$ cat config.mk
export PLATFORM = sky130hd
export DESIGN_NAME = uart_tx_dbuf
export DESIGN_NICKNAME = d
export VERILOG_FILES = /design/src/rtl/uart_tx_dbuf.sv
export SDC_FILE = /design/constraint.sdc
export NUM_CORES = 1
export LEC_CHECK = 0
export BUFFER_PORTS_ARGS = -buffer_cell sky130_fd_sc_hd__buf_2
export CAP_MARGIN = 20
export CORE_UTILIZATION = 58
export CTS_BUF_LIST = sky130_fd_sc_hd__clkbuf_8
export DETAILED_ROUTE_END_ITERATION = 10
export PLACE_DENSITY_LB_ADDON = 0.3
export SYNTH_ARGS = -nofsm -noshare
export SYNTH_HDL_FRONTEND = slang
export SYNTH_SLANG_ARGS = --single-unit
$ cat constraint.sdc
create_clock -name clk -period 2.5 [get_ports clk]
set_input_delay 0 -clock clk [delete_from_list [all_inputs] [get_ports clk]]
set_output_delay 0 -clock clk [all_outputs]
set_load 0.02 [all_outputs]
$ cat src/rtl/uart_tx_dbuf.sv
`timescale 1ns/1ps
module uart_tx_dbuf #(
  parameter int DIV_W = 8
) (
  input  logic             clk,
  input  logic             rst_n,
  input  logic [DIV_W-1:0] brg_div,
  input  logic [1:0]       data_len,
  input  logic             parity_en,
  input  logic             parity_odd,
  input  logic             two_stop,
  input  logic             flow_en,
  input  logic             cts_n,
  input  logic             tx_en,
  input  logic             wr_en,
  input  logic [8:0]       wr_data,
  input  logic             irq_sel,
  input  logic             irq_ack,
  output logic             txd,
  output logic             buf_empty,
  output logic             tx_empty,
  output logic             irq
);
  localparam int FRAME_W = 13;
  localparam int SUB_W   = 4;

  logic               hold_full;
  logic [8:0]         hold_data;
  logic               busy;
  logic [FRAME_W-1:0] shreg;
  logic [3:0]         bits_left;
  logic [DIV_W-1:0]   pre_cnt;
  logic [SUB_W-1:0]   sub_cnt;

  logic               bit_end, frame_done, cts_ok, load, irq_set, pbit;
  logic [3:0]         dlen, nbits;
  logic [8:0]         dmask;
  logic [FRAME_W-1:0] frame;

  assign bit_end    = busy && (pre_cnt == brg_div) && (sub_cnt == {SUB_W{1'b1}});
  assign frame_done = bit_end && (bits_left == 4'd1);
  assign cts_ok     = !flow_en || !cts_n;
  assign load       = hold_full && tx_en && cts_ok && (!busy || frame_done);
  assign irq_set    = irq_sel ? (frame_done && !load) : load;

  always_comb begin
    case (data_len)
      2'd0:    begin dlen = 4'd7; dmask = 9'h07F; end
      2'd2:    begin dlen = 4'd9; dmask = 9'h1FF; end
      default: begin dlen = 4'd8; dmask = 9'h0FF; end
    endcase
  end

  assign pbit  = (^(hold_data & dmask)) ^ parity_odd;
  assign nbits = 4'd2 + dlen + {3'b0, parity_en} + {3'b0, two_stop};

  always_comb begin
    frame       = '1;
    frame[0]    = 1'b0;
    frame[9:1]  = (hold_data & dmask) | ~dmask;
    if (parity_en) begin
      case (data_len)
        2'd0:    frame[8]  = pbit;
        2'd2:    frame[10] = pbit;
        default: frame[9]  = pbit;
      endcase
    end
  end

  always_ff @(posedge clk or negedge rst_n) begin
    if (!rst_n) begin
      busy      <= 1'b0;
      shreg     <= '1;
      bits_left <= '0;
      pre_cnt   <= '0;
      sub_cnt   <= '0;
    end else if (load) begin
      busy      <= 1'b1;
      shreg     <= frame;
      bits_left <= nbits;
      pre_cnt   <= '0;
      sub_cnt   <= '0;
    end else if (busy) begin
      if (pre_cnt == brg_div) begin
        pre_cnt <= '0;
        sub_cnt <= sub_cnt + SUB_W'(1);
      end else begin
        pre_cnt <= pre_cnt + DIV_W'(1);
      end
      if (bit_end) begin
        shreg     <= {1'b1, shreg[FRAME_W-1:1]};
        bits_left <= bits_left - 4'd1;
        if (frame_done) busy <= 1'b0;
      end
    end
  end

  always_ff @(posedge clk or negedge rst_n) begin
    if (!rst_n) begin
      hold_full <= 1'b0;
      hold_data <= '0;
      irq       <= 1'b0;
    end else begin
      if (wr_en) begin
        hold_full <= 1'b1;
        hold_data <= wr_data;
      end else if (load) begin
        hold_full <= 1'b0;
      end
      if (irq_set)      irq <= 1'b1;
      else if (irq_ack) irq <= 1'b0;
    end
  end

  assign txd       = busy ? shreg[0] : 1'b1;
  assign buf_empty = !hold_full;
  assign tx_empty  = !busy;


  wr_fills_chk: assert property (@(posedge clk) disable iff (!rst_n)
    wr_en |=> !buf_empty);

  load_frees_chk: assert property (@(posedge clk) disable iff (!rst_n)
    (load && !wr_en) |=> buf_empty);

  start_low_chk: assert property (@(posedge clk) disable iff (!rst_n)
    load |=> (!txd && !tx_empty));

  bit_steady_chk: assert property (@(posedge clk) disable iff (!rst_n)
    (busy && !bit_end) |=> $stable(txd));

  irq_sticky_chk: assert property (@(posedge clk) disable iff (!rst_n)
    (irq && !irq_ack) |=> irq);

  tx_off_chk: assert property (@(posedge clk) disable iff (!rst_n)
    (tx_empty && !tx_en) |=> (tx_empty && txd));

  cts_hold_chk: assert property (@(posedge clk) disable iff (!rst_n)
    (tx_empty && flow_en && cts_n) |=> (tx_empty && txd));
endmodule

Word level (Yosys, flattened, before mapping)
Index checks and enable logic that the tools add are counted.

Add/subtract/negate cells: 6. Eq/ne operators: 4. Mux-type cells: 28. Bitwise logic cells: 4. Reduce and logical (&&, ||, !) cells: 24.

Operator list (count): $mux 13 (3); $mux 4 (6); $mux 8 (3); $pmux 9 s2 (1); $mux 1 (13); $reduce_bool 2->1 (5); $and 9x9->9 (1); $not 9->9 (1); $or 9x9->9 (1); $reduce_xor 9->1 (1); $add 4x1->4 (2); $add 8x1->8 const B (1); $eq 8x8->1 (1); $pmux 4 s2 (1); $logic_and 1x1->1 (7); $logic_not 1->1 (5); $add 2x4->4 const A (1); $add 4x1->4 const B (1); $eq 4x1->1 const B (1); $eq 4x4->1 const B (1); $reduce_and 2->1 (2); $sub 4x1->4 const B (1); $mux 3 (1); $eq 2x2->1 const B (1); other kinds (4) (5).

Bits in registers: 41. Input port bits: 30. Output and inout port bits: 4. Logic and storage cells: 74.

Depth between registers and ports, before layout
Word-level depth: 10. Depth in mapped cells: 9. Depth with buffers taken out: 7.

Least setup slack after synthesis
OpenSTA, ideal clock, no wires.

Path type: flip-flop to flip-flop. Start: reg pre_cnt[2]. End: reg hold_full. Setup time: 0.118 ns. Data arrival time: 1.785 ns. Required time: 2.382 ns. Setup slack: 0.597 ns. Stages on the path, launching flop included: 8. Buffers on the path: 2. Period minus slack after synthesis: 1.903 ns. Path through: dfrtp_1 xor2_1 nor4_4 nand4_2 a21o_1 buf_2 clkbuf_1 a21o_1.

Longest elaborated chain between the ends: 7.

RTL lines: from (decl) (line 32) `logic [DIV_W-1:0] pre_cnt;`; from (signal assigned) (line 88) `pre_cnt <= pre_cnt + DIV_W'(1);`; $eq 8x8->1 (line 40) `assign bit_end = busy && (pre_cnt == brg_div) && (sub_cnt == {SUB_W{1'b1}});`; $logic_and 1x1->1 (2 in a row) (line 40); $logic_and 1x1->1 (line 41) `assign frame_done = bit_end && (bits_left == 4'd1);`; $logic_or 1x1->1 (line 43) `assign load = hold_full && tx_en && cts_ok && (!busy || frame_done);`; $logic_and 1x1->1 (line 43); $reduce_bool 2->1 (no line); to (signal assigned) (line 100) `hold_full <= 1'b0;`; to (signal assigned) (line 105) `hold_full <= 1'b1;`; to (signal assigned) (line 108) `hold_full <= 1'b0;`; to (decl) (line 27) `logic hold_full;`.

Every way passes these cells. A chain may end at the register's enable or synchronous reset.

Worst setup path in the final report
Start: reg pre_cnt[5]. End: reg irq.

Longest elaborated chain between the ends: 10. Elaborated cells on any way between the ends: 11. Classes of those cells: eq/ne: 1; mux: 2; reduce/logical: 8.

RTL lines: $eq 8x8->1 * (line 40); $logic_and 1x1->1 * (2 in a row) (line 40); $logic_and 1x1->1 * (line 41); $logic_or 1x1->1 (line 43); $logic_and 1x1->1 (line 43); $logic_not 1->1 (line 44) `assign irq_set = irq_sel ? (frame_done && !load) : load;`; $logic_and 1x1->1 (line 44); $mux 1 * (line 44); $mux 1 / $reduce_bool 2->1 (equally long branches); to (signal assigned) (line 102) `irq <= 1'b0;`; to (signal assigned) (line 110) `if (irq_set) irq <= 1'b1;`; to (signal assigned) (line 111) `else if (irq_ack) irq <= 1'b0;`; to (decl) (line 22) `output logic irq`.

Mark *: on every way between the ends. The rest lies on a longest branch, timed or not.

==> metrics.md <==
| Metric | Value |
|---|---|
| Synthesis-stage register bit count | 39 |
| Clk_lat worst skew | 290 ps |
| Post-synth top area share | 0.336 |
| Inserted Diodes | 0 |
| Syn-to-layout area delta | 22.0% |
| Largest net degree at the start of global routing | 40 |
| Drt via density | 5.50 |
| Fraction of registers with async set/reset | 1.00 |
| Synth unique cells | 38 |
| GRT Overall Usage | 0.248 |
| Die height | 61.9 um |
| Die Wd | 61.9 um |
| Max-cap viol count | 0 |
| Post-DR wirelength/cell | 13.9 um |
| Port bufs | 33 |
| Core box area | 3390 um^2 |
| Endpoint type of the worst setup path | flip-flop |
| Longest Clk Path Bufs | 2 |
| Leakage power total | 1.18 nW |
| Most used DFF post-synth | dfrtp_1 |
| Synth area leaders | dfrtp_1, dfstp_2, xor2_1 |
| Synth area leader | dfrtp_1 |
| Total CTS buffers | 5 |
| Final Max Slew Viols | 0 |
| CP required | 2730 ps |
| Most frequent cells in the layout | buf_2, nand2_1, dfrtp_1 |
| Vias in the first global route | 1531 |
| Initial Util | 0.615 |
| Routability congestion estimate | 0.846 |
| Initial antenna violation count | 0 |
| Detail Route Antenna Nets | 0 |
| Sequential area share after synthesis | 0.475 |
| Mapped Cells | 211 |
| Post-DP Area | 2300 um^2 |
| Gr ovfl total | 0 |
| Initial drt markers | 86 |
| Crit start category | flip-flop |
| CP cell instances | xor2_1 -> nor4_4 -> nand4_4 -> a21oi_4 -> buf_6 -> o21ai_1 -> o21ai_0 -> dlygate4sd3_1 |
| CTS tree | built |
| VDD IR max | 0.553 mV |
| Avg Inst Size Synth | 9.87 um^2 |
| Final setup skew | 4.30 ps |
| M2 GR Usage | 0.410 |
| Fmax achieved | 0.413 GHz |
| Die footprint | 3840 um^2 |
| Root buf cell | clkbuf_8 |
| Row Count | 21 |
| Buffers plus inverters on the worst setup path | 2 |
| Dpl hpwl | 2.88 mm |
| Fin crit period | 2420 ps |
| Vias | 1684 |
| # DRC | 0 |
| EDFF count, synth | 0 |
| Status | finished clean |
| Clock Sink Count | 39 |
| Relative slew margins | 0.447 |
| Final worst path period share | 0.968 |
| Clock-pin slew on the worst setup and hold paths | 80 ps |
| Endpoints failing setup | 0 |
| Hold Crit Class | in -> reg |
| PD cells | 792 nW/um^2 |
| Most common cell after layout, fill and taps aside | buf_2 |
| Yosys warning total | 0 |
| H-tree depth | 2 |
| Total negative setup slack | 0 ps |
| Post-Syn Area | 2080 um^2 |
| Global routing usage on met1 | 0.312 |
| Final Hold Viols | 0 |
| I/O pins | 34 |
| Top delay family on crit path | buffers and inverters |
| Critical Setup Path Class | reg -> reg |
| First-pass GRT wire length | 6.69 mm |
| CP arrival | 2650 ps |
| Worst path max stage delay | 580 ps |
| Slowest-stage cell, CP | dlygate4sd3_1 |
| Mapped Nets | 247 |
| Gr busiest metal | met2 |
| Maximum fanout along the worst path | 12 |
| Worst Max-Slew Pin Slew | 829 ps |
| GR Layer Usage met3 | 0.0642 |
| Final wirelength | 4.24 mm |
| Nets | 295 |
| Layout cells sized above 1 | 0.281 |
| Post-route cell area | 2540 um^2 |
| Iteration count of the initial detailed-routing pass | 6 |
| Fin Hold WS | 37.2 ps |
==> synthesized netlist by cell type, types with 2 or more instances <==
cell type and n:
inv_1 9, xor2_1 14, clkbuf_1 5, ha_1 5, a31oi_1 11, nand2_1 32
nor3b_1 2, and3_1 4, nor4_4 2, mux2_2 10, o21ai_0 9, xnor2_1 8
dfstp_2 11, buf_2 4, nand2b_1 2, nor2_1 19, o21ai_1 4, a21o_1 3
nand3_1 10, dfrtp_1 28, a21oi_1 2
==> layout make-up <==
cell class	count	area, um^2
timing repair buffer	50	327
fill	256	848
multi-input combinational	154	1050
tap	46	57.6
clock inverter	3	16.3
sequential	39	990
inverter	9	33.8
clock buffer	5	68.8
==> registers in the layout, summed over array words and instances, names as in the netlist <==
| signal | flops |
|---|---|
| hold_full | 1 |
| pre_cnt | 8 |
| shreg | 11 |
| irq | 1 |
| busy | 1 |
| bits_left | 4 |
| sub_cnt | 4 |
| hold_data | 9 |
==> per-stage QoR <==
stage / total power, mW / worst slack (ps) / utilization / instances
after global placement: 1.55 / 415 / 0.680 / 285
after floorplan: 1.42 / 597 / - / 211
after global routing: 2.16 / -52.6 / 0.750 / 306
after CTS: 2.01 / 25.9 / 0.740 / 305
final: 2.01 / 80.9 / 0.750 / 306
after detailed placement: 1.57 / 358 / 0.680 / 285
==> worst paths after layout <==
kind	startpoint	endpoint	slack, ps	depth (start not counted)
worst min-delay path	data_len[1]	shreg[10]	40	3
worst max register to register	pre_cnt[5]	irq	80	8
worst min register to register	shreg[3]	shreg[2]	490	2
worst max-delay path	pre_cnt[5]	irq	80	8
max in group asynchronous	rst_n	pre_cnt[4]	1640	2
min in group asynchronous	rst_n	bits_left[0]	340	2
==> worst min-delay path, delay by kind of cell <==
family / cells / cell delay [ps]
compound gates: 1 / 110
simple gates: 1 / 80
buf+inv: 1 / 110
==> timing repair <==
item | CTS | global route
setup buffers | 0 | 1
setup endpoints to repair | 0 | 1
hold buffers | 12 | 0
hold endpoints to repair | 38 | 0
gates resized for setup | 0 | 4
==> per-layer routing <==
| layer | up-vias | routed length (um) |
|---|---|---|
| met2 | 48 | 2120 |
| met3 | 9 | 195 |
| li1 | 820 | - |
| met4 | 0 | 66 |
| met5 | - | 0 |
| met1 | 807 | 1850 |
==> cell families after synthesis <==
| kind of cell | after synthesis | synth area share |
|---|---|---|
| and+or+nand+nor | 76 | 0.179 |
| AOI/OAI and AO/OA | 39 | 0.120 |
| DFF | 39 | 0.475 |
| xor gates and xnor gates | 22 | 0.0925 |
| buffers and inverters | 18 | 0.0348 |
| muxes | 11 | 0.0589 |
| adders and majority gates | 6 | 0.0396 |
==> where the power goes <==
group          total (mW)  internal [mW]  switching (mW)
registers            1.00          0.841           0.160
clock network       0.415          0.191           0.224
logic               0.598          0.298           0.300
Note: power is estimated with default switching activity, not from simulation.
